## src/rtl/bsm_pkg.sv

```systemverilog
package bsm_pkg;

  typedef struct packed {
    logic scan;
    logic rl_n;
    logic en_n;
  } bsm_ctl_t;

  // Next sequencer position: a clear wins, then a step, else hold.
  function automatic int unsigned bsm_next_pos(input int unsigned cur,
                                               input logic step,
                                               input logic clear);
    int unsigned nxt;
    nxt = cur;
    if (clear)     nxt = 0;
    else if (step) nxt = cur + 1;
    return nxt;
  endfunction

endpackage

```

## src/rtl/bsm_sync.sv

```systemverilog
module bsm_sync #(
  parameter int          WIDTH   = 3,
  parameter int          STAGES  = 2,
  parameter logic [WIDTH-1:0] RST_VAL = '0
) (
  input  logic             clk,
  input  logic             rst_n,
  input  logic [WIDTH-1:0] d_i,
  output logic [WIDTH-1:0] q_o
);
  logic [WIDTH-1:0] pipe [STAGES];

  for (genvar g = 0; g < STAGES; g++) begin : g_stage
    if (g == 0) begin : g_first
      always_ff @(posedge clk) begin
        if (!rst_n) pipe[g] <= RST_VAL;
        else        pipe[g] <= d_i;
      end
    end else begin : g_next
      always_ff @(posedge clk) begin
        if (!rst_n) pipe[g] <= RST_VAL;
        else        pipe[g] <= pipe[g-1];
      end
    end
  end

  assign q_o = pipe[STAGES-1];
endmodule

```

## src/rtl/bsm_seq.sv

```systemverilog
module bsm_seq
  import bsm_pkg::*;
#(
  parameter int NUM_BYTES = 5,
  localparam int SEL_W    = $clog2(NUM_BYTES + 1)
) (
  input  logic             clk,
  input  logic             rst_n,
  input  logic             scan_s_i,
  input  logic             clear_i,
  input  logic             en_i,
  output logic [SEL_W-1:0] pos_o,
  output logic             term_o,
  output logic             fall_o,
  output logic             step_o
);
  localparam logic [SEL_W-1:0] TERM_POS = SEL_W'(NUM_BYTES);

  logic             scan_prev;
  logic [SEL_W-1:0] pos_q;

  always_ff @(posedge clk) begin
    if (!rst_n) scan_prev <= 1'b0;
    else        scan_prev <= scan_s_i;
  end

  assign fall_o = scan_prev & ~scan_s_i;
  assign term_o = (pos_q == TERM_POS);
  assign step_o = fall_o & en_i & ~term_o & ~clear_i;

  always_ff @(posedge clk) begin
    if (!rst_n) pos_q <= '0;
    else        pos_q <= SEL_W'(bsm_next_pos(int'(pos_q), step_o, clear_i));
  end

  assign pos_o = pos_q;
endmodule

```

## src/rtl/bsm_drive.sv

```systemverilog
module bsm_drive #(
  parameter int BYTE_W    = 8,
  parameter int NUM_BYTES = 5,
  localparam int SEL_W    = $clog2(NUM_BYTES + 1),
  localparam int VAL_W    = BYTE_W * NUM_BYTES
) (
  input  logic [VAL_W-1:0]  val_i,
  input  logic [SEL_W-1:0]  pos_i,
  input  logic              scan_s_i,
  input  logic              en_i,
  input  logic              term_i,
  output logic [BYTE_W-1:0] data_o,
  output logic              oe_o
);
  logic [BYTE_W-1:0] lanes [NUM_BYTES];

  for (genvar g = 0; g < NUM_BYTES; g++) begin : g_lane
    assign lanes[g] = val_i[g*BYTE_W +: BYTE_W];
  end

  assign oe_o = scan_s_i & en_i & ~term_i;

  always_comb begin
    data_o = '0;
    for (int i = 0; i < NUM_BYTES; i++) begin
      if (oe_o && pos_i == SEL_W'(i)) data_o = lanes[i];
    end
  end
endmodule

```

## src/rtl/byte_scan_mux.sv

```systemverilog
module byte_scan_mux
  import bsm_pkg::*;
#(
  parameter int BYTE_W      = 8,
  parameter int NUM_BYTES   = 5,
  parameter int SYNC_STAGES = 2,
  localparam int SEL_W      = $clog2(NUM_BYTES + 1),
  localparam int VAL_W      = BYTE_W * NUM_BYTES
) (
  input  logic              clk,
  input  logic              rst_n,
  input  logic [VAL_W-1:0]  latch_val_i,
  input  logic              scan_i,
  input  logic              scan_rst_load_n_i,
  input  logic              en_n_i,
  output logic [BYTE_W-1:0] data_o,
  output logic              data_oe_o,
  output logic              casc_en_o,
  output logic              load_req_o
);
  localparam bsm_ctl_t CTL_IDLE = '{scan: 1'b0, rl_n: 1'b1, en_n: 1'b1};

  bsm_ctl_t         ctl_raw, ctl_s;
  logic [SEL_W-1:0] pos_w;
  logic             term_w, fall_w, step_w, en_w, clear_w;

  assign ctl_raw = '{scan: scan_i, rl_n: scan_rst_load_n_i, en_n: en_n_i};

  bsm_sync #(.WIDTH($bits(bsm_ctl_t)), .STAGES(SYNC_STAGES), .RST_VAL(CTL_IDLE)) u_sync (
    .clk(clk), .rst_n(rst_n), .d_i(ctl_raw), .q_o(ctl_s)
  );

  assign en_w    = ~ctl_s.en_n;
  assign clear_w = ~ctl_s.rl_n;

  bsm_seq #(.NUM_BYTES(NUM_BYTES)) u_seq (
    .clk(clk), .rst_n(rst_n), .scan_s_i(ctl_s.scan), .clear_i(clear_w),
    .en_i(en_w), .pos_o(pos_w), .term_o(term_w), .fall_o(fall_w), .step_o(step_w)
  );

  bsm_drive #(.BYTE_W(BYTE_W), .NUM_BYTES(NUM_BYTES)) u_drive (
    .val_i(latch_val_i), .pos_i(pos_w), .scan_s_i(ctl_s.scan), .en_i(en_w),
    .term_i(term_w), .data_o(data_o), .oe_o(data_oe_o)
  );

  assign casc_en_o  = ~term_w;
  assign load_req_o = clear_w;
endmodule

```

## config.mk

```make
export PLATFORM = sky130hd
export DESIGN_NAME = byte_scan_mux
export DESIGN_NICKNAME = d
export VERILOG_FILES = /design/src/rtl/bsm_pkg.sv /design/src/rtl/bsm_sync.sv /design/src/rtl/bsm_seq.sv /design/src/rtl/bsm_drive.sv /design/src/rtl/byte_scan_mux.sv
export SDC_FILE = /design/constraint.sdc
export NUM_CORES = 1
export LEC_CHECK = 0
export ABC_AREA = 1
export BUFFER_PORTS_ARGS = -buffer_cell sky130_fd_sc_hd__buf_2
export CORE_MARGIN = 2
export CORE_UTILIZATION = 40
export CTS_CLUSTER_DIAMETER = 60
export DETAILED_ROUTE_END_ITERATION = 16
export HOLD_SLACK_MARGIN = 0.05
export PLACE_DENSITY = 0.71
export SLEW_MARGIN = 20
export SYNTH_ARGS = -nofsm -noshare
export SYNTH_HDL_FRONTEND = slang
export SYNTH_SLANG_ARGS = --single-unit
```

## constraint.sdc

```tcl
create_clock -name clk -period 3.6 [get_ports clk]
set_input_delay 0.36 -clock clk [delete_from_list [all_inputs] [get_ports clk]]
set_output_delay 0.36 -clock clk [all_outputs]
set_load 0.1 [all_outputs]
```

After elaboration in Yosys (flattened, before gate mapping)
Memories as Yosys holds them, arrays and structs flattened.
Cells that the tools add are included.
Widths: inputs -> output; s select.
Word-level totals
  register bits after elaboration: 4
  RAM bits: 6
  input port bits: 45
  output and inout bits: 11
  word-level logic and storage cells: 37
  memories kept: 1
Memory list
  u_sync.pipe: words 2, width 3, rd ports 2, clocked after memory_dff 0, wr ports 2, RTL line bsm_sync.sv:11  | logic [WIDTH-1:0] pipe [STAGES];
Cells by class
  add/sub/neg operators: 1
  equal/unequal tests: 5
  muxes and demuxes: 9
  bitwise logic cells: 12
  reductions and logical operators: 7
Operator list (number)
  $mux 8: 5
  $and 1x1->1: 6
  $eq 3x2->1 const B: 2
  $eq 3x3->1 const B: 2
  $mux 3: 2
  $logic_and 1x1->1: 5
  $not 1->1: 4
  $add 3x1->3 const B: 1
  $eq 3x1->1 const B: 1
  $logic_not 3->1: 1
  $mux 1: 2
  $or 1x1->1: 2
  $reduce_and 2->1: 1

Logic depth before layout (Yosys ltp)
  depth after elaboration: 9
  depth in mapped cells: 12
  gate-level depth less buffers: 11

Modules after synthesis
From an unflattened synthesis, not the netlist that was laid out.
Unflattened totals
  cells, all modules: 140
  area, all modules: 897.1 um2
Modules (own cells, without submodules)
  bsm_drive: times used 1, cells an instance 80, area an instance 464.2 um2, seq. area each 0.0 um2
  bsm_seq: times used 1, cells an instance 39, area an instance 256.5 um2, seq. area each 80.1 um2
  bsm_sync: times used 1, cells an instance 18, area an instance 165.2 um2, seq. area each 120.1 um2
  byte_scan_mux: times used 1, cells an instance 3, area an instance 11.3 um2, seq. area each 0.0 um2

Worst setup path after synthesis
Ideal clock, no wire load.
  kind: register to output
  start: register u_seq.pos_q[1], in the netlist u_seq.pos_o[1]
  end: output data_o[0]
  arrival: 2.487 ns
  data required time: 3.240 ns
  slack: 0.753 ns
  stages on the path, launching flop included: 11
  buffers on the path: 1
  cell sequence: dfxtp_1 > inv_1 > ha_1 > buf_4 > nand2_4 > inv_2 > nor2_8 > nand3_4 > inv_2 > nand2_1 > nand2_1
On the way
  cells in the longest elaborated chain, start to end: 9
  elaborated cells on any way between the ends: 18
  classes of those cells: eq/ne: 5; mux: 5; bitwise: 2; reduce/logical: 6
RTL lines
  start: declaration: RTL line bsm_seq.sv:20  | logic [SEL_W-1:0] pos_q;
  start signal: assignment: RTL line bsm_seq.sv:33  | else pos_q <= SEL_W'(bsm_next_pos(int'(pos_q), step_o, clear_i));
  $eq 3x3->1 *: RTL line bsm_seq.sv:28  | assign term_o = (pos_q == TERM_POS);
  $not 1->1 *
  net casc_en_o: RTL line byte_scan_mux.sv:18  | output logic casc_en_o,
  $and 1x1->1 *: RTL line bsm_drive.sv:21  | assign oe_o = scan_s_i & en_i & ~term_i;
  net data_oe_o: RTL line byte_scan_mux.sv:17  | output logic data_oe_o,
  $logic_and 1x1->1: RTL line bsm_drive.sv:26  | if (oe_o && pos_i == SEL_W'(i)) data_o = lanes[i];
  $mux 8 (4 in a row): RTL line bsm_drive.sv:26
  $mux 8 *: RTL line bsm_drive.sv:26
  end: declaration: RTL line byte_scan_mux.sv:16  | output logic [BYTE_W-1:0] data_o,
Mark *: on every way through the listed nets, which the timed path passes. The rest lies on a longest branch.

Final worst setup path
  start: register u_seq.pos_q[0], in the netlist u_seq.pos_o[0]
  end: output data_o[0]
On the way
  cells in the longest elaborated chain, start to end: 9
  elaborated cells on any way between the ends: 18
  classes of those cells: eq/ne: 5; mux: 5; bitwise: 2; reduce/logical: 6
RTL lines (RTL line)
  $eq 3x3->1: bsm_seq.sv:28
  $not 1->1: bsm_drive.sv:21
  $and 1x1->1: bsm_drive.sv:21
  $logic_and 1x1->1: bsm_drive.sv:26
  $mux 8 (4 in a row): bsm_drive.sv:26
  $mux 8 *: bsm_drive.sv:26
Mark *: on every way between the ends. The rest lies on a longest branch, timed or not.

==> flow_metrics.tcl <==
set metrics [dict create \
    finalCritPeriodShare_pct 73.0 \
    synth_area_per_cell_um2 5.58 \
    routedWlPerCell_um 9.11 \
    slew_headroom_pct 67.1 \
    die_x_um 57.2 \
    r2r_slack_ns 2.09 \
    post-dp-hpwl_mm 2.16 \
    rsz0062_at_grt "no" \
    synth.top_cell.area_share_pct 30.2 \
    ys_ff_latch 10 \
    syn_area_mm2 0.00113 \
    synthCells 203 \
    clk_pin_slew_ns 0.06 \
    cp-end-kind "output port" \
    tritoncts.num_buffers 3 \
    core_area_mm2 0.00273 \
    grt_start_max_net_pins 19 \
    drc 0 \
    via_count 1264 \
    cts_tree "built" \
    timing.rr.end "u_seq.pos_o[2]$_SDFFE_PN0P_" \
    tightestPinTransition_ns 0.497 \
    final_common_cell "nand2_1" \
    drv_cap 0 \
    cpMaxStageDelayCell "ha_1" \
    routed_wl_mm 2.63 \
    cts-root-buf "clkbuf_4" \
    viasPerCell 4.37 \
    regArea_um2 200 \
    grt_pass1_wl_mm 4.35 \
    report.final.slew_viol_count 0 \
    hold_buffers 0 \
    clock_skew_ns 0.000383 \
    setup_tns_ns 0 \
    status "completed" \
    start_util_pct 41.4 \
    whs_path_depth 3 \
    diodes 0 \
    die_y_um 57.2 \
    dp_slack_ns 1.26 \
    post-cts-setup-buffers 0 \
    syn2layout_area_growth_pct 28.0 \
    r2r_cells 6 \
    p_leak_nw 1.00 \
    antenna_found_initial 0 \
    r2r-start "u_seq.pos_o[1]$_SDFFE_PN0P_" \
    finalSetupViolCount 0 \
    hold_viol 0 \
    cts.repair.resized 0 \
    die_area_mm2 0.00327 \
    io_buffer_count 55 \
    ir_drop_mv 0.253 \
    yosysTopAreaCell "nand2_1" \
    drive_gt1_share_pct 29.8 \
    cts.sinks 10 \
    drt_iter0_drc 69 \
    fin_ws_ns 0.973 \
    clk_latency_ns 0.26 \
    powerDensity_mw_per_mm2 181 \
    final_cell_mix "91 x nand2_1, 55 x buf_2, 43 x inv_1" \
    h-tree-depth 1 \
    path_common_cell "nand2_1" \
    crit_fanout 10 \
    grt_pass1_vias 1083 \
    fp-row-count 19 \
    place_congestion 0.780 \
    overflow 0 \
    ioPinCount 56 \
    ys_seq_area_share_pct 17.7 \
    required_ns 3.24 \
    path_class "reg2out" \
    final_nets 309 \
    ant_nets 0 \
    crit_chain "ha_1, inv_2, nor2_2, nand3_1, nand2_1, nand2_1, nand2_1, nand2_1, nand2_1, buf_2" \
    hp-class "in2reg" \
    synthTopCellsByArea "nand2_1 30%, dfxtp_1 18%, inv_1 14%" \
    clockBufferDepth 2 \
    worst_hold_startpoint "scan_rst_load_n_i" \
    start_kind "register" \
    nFillCells 298 \
    yosysUniqueCellTypes 23 \
    critPathMaxStageDelay_ns 0.44 \
    grtUsageTotal_pct 16.5 \
    post-route-min-period_ns 2.63 \
    multi_input_area_um2 708 \
    yosysWarningCount 0 \
    dr.pass1.iters 4 \
    hold_end "u_sync.pipe[0][1]$_SDFF_PN1_" \
    max_clock_freq_mhz 381 \
    worstPathArrival_ns 2.27 \
    syn-num-nets 253 \
]
[through the flow]
stage,total power [mW],cell area (um^2),instances,hold WS (ns),utilization [%]
floorplan,0.142,1130,203,0.380,-
global placement,0.168,1410,285,0.382,51.7
detailed placement,0.167,1410,285,0.398,51.7
CTS,0.267,1450,289,0.256,53.0
global route,0.276,1450,289,0.261,53.0
finish,0.263,1450,289,0.264,53.0
[layer usage]
layer	part of all wire [%]	routed length, um	track usage [%]
met2	49	1300	29.4
met4	1.4	37	5.98
met3	6.8	178	2.04
met5	0	0	0
met1	42	1120	20.4
[sequential cells by signal (all words and copies together), names as in the netlist]
signal / flops
u_seq.scan_prev: 1
u_seq.pos_o: 3
u_sync.pipe: 6
[cells in the mapped netlist, drive strengths merged]
| cell | instances |
|---|---|
| clkinv | 1 |
| xor2 | 1 |
| a21oi | 9 |
| clkbuf | 1 |
| or2 | 1 |
| nand2 | 95 |
| ha | 5 |
| buf | 3 |
| inv | 49 |
| nand4 | 1 |
| a211oi | 1 |
| nor2 | 9 |
| nand3 | 17 |
| dfxtp | 10 |
[how the worst max path moves through the flow]
stage	start	end	slack, ns
6_report	u_seq.pos_o[0]$_SDFFE_PN0P_	data_o[0]	0.97
5_1_grt	u_seq.pos_o[1]$_SDFFE_PN0P_	data_o[6]	0.74
4_1_cts	u_seq.pos_o[0]$_SDFFE_PN0P_	data_o[0]	0.95
3_5_place_dp	u_seq.pos_o[0]$_SDFFE_PN0P_	data_o[0]	1.26
3_3_place_gp	u_seq.pos_o[0]$_SDFFE_PN0P_	data_o[2]	1.30
2_1_floorplan	u_seq.pos_o[1]$_SDFFE_PN0P_	data_o[0]	0.75
[worst max-delay path: cells and delay by family (launching register included)]
kind	cells	cell delay [ns]
fa+ha+maj	1	0.44
flops	1	0.41
simple gates	7	0.68
buf+inv	2	0.47
[area by class of cell]
type	instances	area share [%]
Sequential cell	10	13.8
Inverter	50	13.1
Tap cell	31	2.68
Timing Repair Buffer	55	19.0
Multi-Input combinational cell	139	48.9
Clock buffer	4	2.50
[logic make-up (layout without fill, tap and decap cells)]
logic type / Yosys count / in the layout / synth area share [%]
simple gates: 123 / 123 / 51.6
buf+inv: 54 / 109 / 19.8
compound gates: 10 / 10 / 4.64
flops: 10 / 10 / 17.7
fa+ha+maj: 5 / 5 / 5.52
xor+xnor: 1 / 1 / 0.774
[power by group]
| group | leakage [nW] | total, mW | internal (mW) | switching (mW) |
|---|---|---|---|---|
| logic | 0.900 | 0.0483 | 0.0228 | 0.0255 |
| registers | 0.0821 | 0.117 | 0.114 | 0.00262 |
| clock network | 0.0210 | 0.0978 | 0.0614 | 0.0364 |
| total | 1.00 | 0.263 | 0.198 | 0.0645 |
Power figures use the tool's default switching activity.
